### src/rtl/ecc_inj_pkg.sv
package ecc_inj_pkg;

  localparam int CTL_W   = 16;
  localparam int POS_LSB = 8;
  localparam int POS_W   = 7;

  typedef enum logic [1:0] {
    MODE_PASS = 2'd0,
    MODE_ONE  = 2'd1,
    MODE_CONT = 2'd2,
    MODE_DBL  = 2'd3
  } injMode_t;

  typedef struct packed {
    logic             wrStb;
    logic             flipSel;
    logic             flipPar;
    logic [POS_W-1:0] pos;
  } injStrobe_t;

endpackage

### src/rtl/inj_control.sv
module inj_control
  import ecc_inj_pkg::*;
#(
  parameter int CW_W = 72
) (
  input  logic             clk,
  input  logic             rst,
  input  logic             sbEnable,
  input  logic             ctlWrEn,
  input  logic [CTL_W-1:0] ctlWrData,
  output logic [CTL_W-1:0] ctlRdData,
  input  logic             wrEn,
  output injStrobe_t       strobe
);

  logic             modeCont, modeOne, modeDbl, armed;
  logic [POS_W-1:0] pos;

  logic             modeContNext, modeOneNext, modeDblNext, armedNext;
  logic [POS_W-1:0] posNext;

  injMode_t         selMode;
  logic             posValid;
  logic             fireOne;

  // Pick the highest-priority mode that is active.
  always_comb begin
    if (modeDbl)               selMode = MODE_DBL;
    else if (modeCont)         selMode = MODE_CONT;
    else if (modeOne && armed) selMode = MODE_ONE;
    else                       selMode = MODE_PASS;
  end

  assign posValid = (int'(pos) < CW_W);
  assign fireOne  = wrEn && (selMode == MODE_ONE);

  always_comb begin
    strobe.wrStb   = wrEn;
    strobe.flipSel = wrEn && posValid && (selMode != MODE_PASS);
    strobe.flipPar = wrEn && posValid && (selMode == MODE_DBL);
    strobe.pos     = pos;
  end

  // Next register values. The single-bit modes can only rise while enabled.
  always_comb begin
    modeContNext = modeCont;
    modeOneNext  = modeOne;
    modeDblNext  = modeDbl;
    posNext      = pos;
    armedNext    = armed;
    if (fireOne) armedNext = 1'b0;
    if (ctlWrEn) begin
      modeContNext = ctlWrData[0] && (sbEnable || modeCont);
      modeOneNext  = ctlWrData[1] && (sbEnable || modeOne);
      modeDblNext  = ctlWrData[2];
      posNext      = ctlWrData[POS_LSB +: POS_W];
      if (!modeOneNext)  armedNext = 1'b0;
      else if (!modeOne) armedNext = 1'b1;
    end
  end

  always_ff @(posedge clk) begin
    if (rst) begin
      modeCont <= 1'b0;
      modeOne  <= 1'b0;
      modeDbl  <= 1'b0;
      pos      <= '0;
      armed    <= 1'b0;
    end else begin
      modeCont <= modeContNext;
      modeOne  <= modeOneNext;
      modeDbl  <= modeDblNext;
      pos      <= posNext;
      armed    <= armedNext;
    end
  end

  always_comb begin
    ctlRdData                   = '0;
    ctlRdData[0]                = modeCont;
    ctlRdData[1]                = modeOne;
    ctlRdData[2]                = modeDbl;
    ctlRdData[POS_LSB +: POS_W] = pos;
  end

endmodule

### src/rtl/inj_datapath.sv
module inj_datapath
  import ecc_inj_pkg::*;
#(
  parameter int CW_W = 72
) (
  input  logic            clk,
  input  logic            rst,
  input  injStrobe_t      strobe,
  input  logic [CW_W-1:0] codeIn,
  output logic            wrOut,
  output logic [CW_W-1:0] codeOut
);

  localparam int PAR_IDX = CW_W - 1;

  logic [CW_W-1:0] flipMask;

  // One mask bit per codeword position.
  for (genvar i = 0; i < CW_W; i++) begin : g_mask
    if (i == PAR_IDX) begin : g_par
      assign flipMask[i] = strobe.flipPar ||
                           (strobe.flipSel && (int'(strobe.pos) == i));
    end else begin : g_dat
      assign flipMask[i] = strobe.flipSel && (int'(strobe.pos) == i);
    end
  end

  always_ff @(posedge clk) begin
    if (rst) begin
      wrOut   <= 1'b0;
      codeOut <= '0;
    end else begin
      wrOut <= strobe.wrStb;
      if (strobe.wrStb) codeOut <= codeIn ^ flipMask;
    end
  end

endmodule

### src/rtl/ecc_fault_injector.sv
module ecc_fault_injector
  import ecc_inj_pkg::*;
#(
  parameter int DATA_W  = 64,
  parameter int CHECK_W = 8,
  localparam int CW_W   = DATA_W + CHECK_W
) (
  input  logic             clk,
  input  logic             rst,
  input  logic             sbEnable,
  input  logic             ctlWrEn,
  input  logic [CTL_W-1:0] ctlWrData,
  output logic [CTL_W-1:0] ctlRdData,
  input  logic             wrEn,
  input  logic [CW_W-1:0]  codeIn,
  output logic             wrOut,
  output logic [CW_W-1:0]  codeOut
);

  injStrobe_t strobe;

  inj_control #(.CW_W(CW_W)) ctrl_i (
    .clk       (clk),
    .rst       (rst),
    .sbEnable  (sbEnable),
    .ctlWrEn   (ctlWrEn),
    .ctlWrData (ctlWrData),
    .ctlRdData (ctlRdData),
    .wrEn      (wrEn),
    .strobe    (strobe)
  );

  inj_datapath #(.CW_W(CW_W)) dp_i (
    .clk     (clk),
    .rst     (rst),
    .strobe  (strobe),
    .codeIn  (codeIn),
    .wrOut   (wrOut),
    .codeOut (codeOut)
  );

endmodule

### config.mk
export PLATFORM = sky130hd
export DESIGN_NAME = ecc_fault_injector
export DESIGN_NICKNAME = d
export VERILOG_FILES = /design/src/rtl/ecc_inj_pkg.sv /design/src/rtl/inj_control.sv /design/src/rtl/inj_datapath.sv /design/src/rtl/ecc_fault_injector.sv
export SDC_FILE = /design/constraint.sdc
export NUM_CORES = 1
export LEC_CHECK = 0
export ABC_AREA = 1
export BUFFER_PORTS_ARGS = -buffer_cell sky130_fd_sc_hd__buf_4
export CORE_MARGIN = 8
export CORE_UTILIZATION = 56
export DETAILED_ROUTE_END_ITERATION = 10
export PLACE_DENSITY = 0.88
export SETUP_SLACK_MARGIN = 0.1
export SLEW_MARGIN = 20
export SYNTH_ARGS = -nofsm -noshare
export SYNTH_HDL_FRONTEND = slang
export SYNTH_SLANG_ARGS = --single-unit
### constraint.sdc
create_clock -name clk -period 3.4 [get_ports clk]
set_input_delay 0.68 -clock clk [delete_from_list [all_inputs] [get_ports clk]]
set_output_delay 0.68 -clock clk [all_outputs]
set_load 0.03 [all_outputs]
Word level (Yosys, flattened, before mapping)
Cells that the tools add are included.

storage, ports and cells
  flip-flop bits (word level) = 84
  output and inout port bits = 89
  logic and storage cells = 173
  input port bits = 93

cells by class
  equality and inequality tests = 73
  reductions and logical operators = 84
  multiplexer cells = 7
  $lt $le $gt $ge = 1
  bitwise gates (word level) = 1

operators with widths
  kind                                                              number
  7-bit == test (second input constant)                             40
  7-bit by 6-bit == test with 1-bit output (second input constant)  16
  1-bit logical AND                                                 79
  72-bit XOR                                                        1
  7-bit by 5-bit == test with 1-bit output (second input constant)  8
  7-bit by 4-bit == test with 1-bit output (second input constant)  4
  7-bit by 3-bit == test with 1-bit output (second input constant)  2
  7-bit by 2-bit == test with 1-bit output (second input constant)  1
  7-bit zero test                                                   1
  7-bit < comparator (second input constant)                        1
  1-bit 2-to-1 mux                                                  5
  2-bit 2-to-1 mux                                                  2
  1-bit logical OR                                                  3
  2-bit by 1-bit == test with 1-bit output (second input constant)  1
  2-bit == test (second input constant)                             1
  2-bit nonzero test                                                1

Logic depth before layout (Yosys ltp)
  depth after elaboration = 10
  depth in mapped cells = 10

Cells and area by module
A second synthesis with hierarchy kept.

unflattened totals
  cells, all modules = 811
  area, all modules = 4898.4 µm²

by module, submodules not included
  module        sequential area each (µm²)  area each (µm²)  instances  cells each
  inj_datapath  1461.4                      4311.6           1          729
  inj_control   220.2                       586.8            1          82

Worst setup path after synthesis
OpenSTA, ideal clock, no wires.

  kind = input to register
  start = input wrEn
  end = register dp_i.codeOut[10]
  required time = 3.291 ns
  setup slack = 1.703 ns
  setup time = 0.109 ns
  data arrival time = 1.588 ns
  cell stages on the path = 6
  cell sequence = buf_2 > clkbuf_1 > buf_1 > nand3_1 > nand2_1 > inv_1

on the way
  longest elaborated chain between the ends = 4

ends and longest elaborated chain
  item                             RTL line                  RTL
  from (decl)                      ecc_fault_injector.sv:14  input logic wrEn,
  1-bit logical AND (2 in series)  inj_control.sv:39         strobe.flipSel = wrEn && posValid && (selMode != MODE_PASS);
  1-bit logical AND                inj_datapath.sv:24        assign flipMask[i] = strobe.flipSel && (int'(strobe.pos) == i);
  72-bit XOR                       inj_datapath.sv:34        if (strobe.wrStb) codeOut <= codeIn ^ flipMask;
  to (signal assigned)             inj_datapath.sv:34
  to (decl)                        inj_datapath.sv:11        output logic [CW_W-1:0] codeOut

Parallel ways exist; a longest one is shown, timed or not.
A chain may end at the register's enable or synchronous reset.

Final worst setup path
  start = register ctrl_i.pos[4]
  end = register dp_i.codeOut[1]

on the way
  longest elaborated chain between the ends = 5
  elaborated cells between the ends (all ways) = 6

ends and longest elaborated chain
  item                             RTL line            RTL
  from (decl)                      inj_control.sv:17   logic [POS_W-1:0] pos;
  from (signal assigned)           inj_control.sv:73   pos <= posNext;
  7-bit < comparator               inj_control.sv:34   assign posValid = (int'(pos) < CW_W);
  1-bit logical AND (2 in series)  inj_control.sv:39
  1-bit logical AND *              inj_datapath.sv:24
  72-bit XOR *                     inj_datapath.sv:34

Every way passes the cells marked *; elsewhere a longest branch is shown, timed or not.

==> metrics.md <==
| Metric | Value |
|---|---|
| Status | `completed` |
| Clk sinks | `84` |
| Count of pins over their slew limit | `0` |
| GR Overflow Total | `0` |
| Die X-Extent | `roughly 120 um` |
| CP max stage cell | `nand3_2` |
| Fin crit period | `between 2 and 2.5 ns` |
| Crit Path Category | `register to register` |
| Largest net degree at the start of global routing | `between 80 and 90` |
| Most frequent CP cell | `nand2_1` |
| Area growth syn-to-layout | `24.70%` |
| Initial DRT Pass Iterations | `5` |
| CTS tree | `done` |
| Placed instance area | `approximately 6700 um^2` |
| WP buf/inv | `2` |
| Post-CTS setup buffer count | `0` |
| Core area | `9639 um^2` |
| Unrepaired setup endpoints after global routing | `no` |
| Synth top area share | `30.57%` |
| Initial antenna violation count | `0` |
| Flops & latches, synth | `84` |
| Final Hold Fails | `0` |
| Critical Path Max Stage Delay | `about 0.45 ns` |
| Multi-input gate area | `around 2700 um^2` |
| TritonCTS Buffers | `9` |
| Hold Crit Class | `register to register` |
| Boundary pin count | `between 150 and 200` |
| Reg clk slew, reported paths | `around 0.080 ns` |
| Share of cells above drive strength 1 | `a little under a fifth` |
| Post-Synthesis Cell Area | `~5500 um^2` |
| CP top delay family | `simple AND/OR/NAND/NOR gates` |
| Register area | `around 1700 um^2` |
| F_max | `around 0.46 GHz` |
| Die Y | `about 120 um` |
| Worst slew pin tran | `0.8852 ns` |
| PnR Total Power | `around 2500 uW` |
| FF-to-FF End | `dp_i.codeOut[1]` |
| Root Buffer | `clkbuf_8` |
| Final period util | `a little under two thirds` |
| I/O Buffers | `about 170` |
| Nets | `around 1200` |
| Setup crit start | `ctrl_i.pos[4]` |
| Routed Wire Length | `between 15000 and 20000 um` |
| Clk_lat worst skew | `around 0.36 ns` |
| Starting DRT DRC Count | `637` |
| Die area | `~13000 um^2` |
| Pre-CTS setup slack | `1.134 ns` |
| Final setup fails | `0` |
| Post-route cell area | `around 6900 um^2` |
| Leakage power | `approximately 0.0036 uW` |
| Worst setup EP type | `register` |
| Top cells by area, synth | `dfxtp_1, nor2_1, inv_1, nand2_1, nand4_1` |
| Post-CTS resize count | `0` |
| Reg2reg start | `ctrl_i.pos[4]` |
| Stages on worst setup path | `9` |
| Synth unique cells | `25` |
| Worst-path cell chain | `nor2_4 > nand2_2 > nand2_1 > nand3_2 > buf_4 > o21ai_0 > nand3_1 > nand2_1 > inv_1` |
| Syn_area_per_cell | `5.765 um^2` |
| CTS Hold Bufs | `0` |
| H-Tree Depth | `3` |
| Wirelength per Cell | `14.69 um` |
| CP arrival | `2.41 ns` |
| Wire length of the first global-routing pass | `around 28000 um` |
| Fill cells | `between 800 and 900` |
| # rows | `36` |
| Startpoint Class | `register` |
| Mean number of vias per cell | `between 5 and 6` |
| Vias | `roughly 6300` |
| Antenna-violating nets left | `0` |
| CP max FO | `32` |
| Maxcap violations | `0` |
| Post-DP HPWL | `12440 um` |
| Rel. slew slack | `between 40% and 50%` |
| Sequential share of the synthesized area | `30.57%` |
| Flop2flop setup slack | `between 1 and 1.5 ns` |
| Diode count | `0` |
| CP Data Required Time | `between 3 and 4 ns` |
| Worst Clk Skew | `0.01275 ns` |
| IR drop worst, VDD | `between 0.2 and 0.25 mV` |
| Worst setup endpoint | `dp_i.codeOut[1]` |
| Gpl congestion | `0.8371` |
| Maximum clock path buffer count | `2` |
| Cell accounting for the most synthesized area | `dfxtp_1` |
| Fin Setup TNS | `0 ns` |
| Pwr dens | `361.7 nW/um^2` |
| Hold Path Stages | `2` |
| Vias in the first global route | `approximately 5400` |
| Syn. warnings | `0` |
| Initial Util | `a little under three fifths` |
| Final worst setup slack | `~1.2 ns` |
| DRC | `0` |
| Total track usage | `a little over a quarter` |
| Cells after Synth | `between 900 and 1000` |
| Reg2Reg Depth | `9` |
## layout make-up
class | instances | share of cell area, %
multi-input combinational | 610 | 39.97
inverter | 203 | 11.11
clock buffer | 11 | 2.061
sequential | 84 | 24.52
tap | 133 | 2.426
clock inverter | 5 | 0.5472
timing repair buffer | 177 | 19.37
## per-stage QoR
stage               util (%)  hold slack [ns]  instances
finish                 71.16           0.5269       1223
global route           71.16           0.5700       1223
CTS                    71.16           0.5166       1223
detailed placement     69.30           0.5040       1207
global placement       69.30           0.4896       1207
floorplan                  -           0.4676        959
## cells in the final DEF, fill, tap and decap left out, types with 4 or more instances in the layout
master      n
nand4_1    71
clkbuf_8   10
nand3_1    86
nor2_1    226
dfxtp_1    84
o21ai_1    15
nand2_1   127
inv_1     202
a21oi_1    13
conb_1      6
buf_4     177
nand3_2     4
o21ai_0    54
## cell usage after synthesis, drive strengths merged
master,instances
buf,46
inv,202
conb,1
nand4,71
or2,1
nand2,129
nand3,90
o31ai,1
o21a,1
dfxtp,84
clkinv,1
a21oi,14
nand3b,1
o21ai,69
clkbuf,16
nor2,227
## worst min path at each step
stage                               from       endpoint  slack [ns]
final                       ctrl_i.armed   ctrl_i.armed        0.53
after CTS                   ctrl_i.armed   ctrl_i.armed        0.52
after floorplan           ctrl_i.modeOne   ctrl_i.armed        0.47
after detailed placement    ctrl_i.armed   ctrl_i.armed        0.50
after global routing       ctrl_i.pos[1]  ctrl_i.pos[1]        0.57
after global placement      ctrl_i.armed   ctrl_i.armed        0.49
## power by group
part	internal [uW]	switching (uW)	leakage, uW
sequential	1050	42.1	0.000698
combinational	246	476	0.00286
clock	287	378	0.0000855
## worst reg2reg max path, stage by stage (launching register included)
cell,delay [ns]
dfxtp_1,0.39
nor2_4,0.17
nand2_2,0.09
nand2_1,0.07
nand3_2,0.45
buf_4,0.46
o21ai_0,0.21
nand3_1,0.10
nand2_1,0.09
inv_1,0.04
## state kept, by name, indices dropped and copies added (netlist names)
signal	flops
ctrl_i.modeDbl	1
ctrl_i.pos	7
ctrl_i.modeOne	1
dp_i.codeOut	72
ctrl_i.modeCont	1
dp_i.wrOut	1
ctrl_i.armed	1
## kinds of logic after synthesis
| logic type | synth area share (%) |
|---|---|
| compound gates | 8.030 |
| buf+inv | 19.93 |
| flops | 30.57 |
| other cells | 0.06818 |
| simple gates | 41.40 |
## routing by layer
metal | up-vias | share of wire, % | GRT usage [%]
met4 | 0 | 2.6 | 10.51
met1 | 2806 | 41 | 33.24
met2 | 278 | 46 | 41.47
met5 | - | 0 | 0
li1 | 3189 | - | -
met3 | 28 | 9.9 | 6.040
Note: power is estimated with default switching activity, not from simulation.
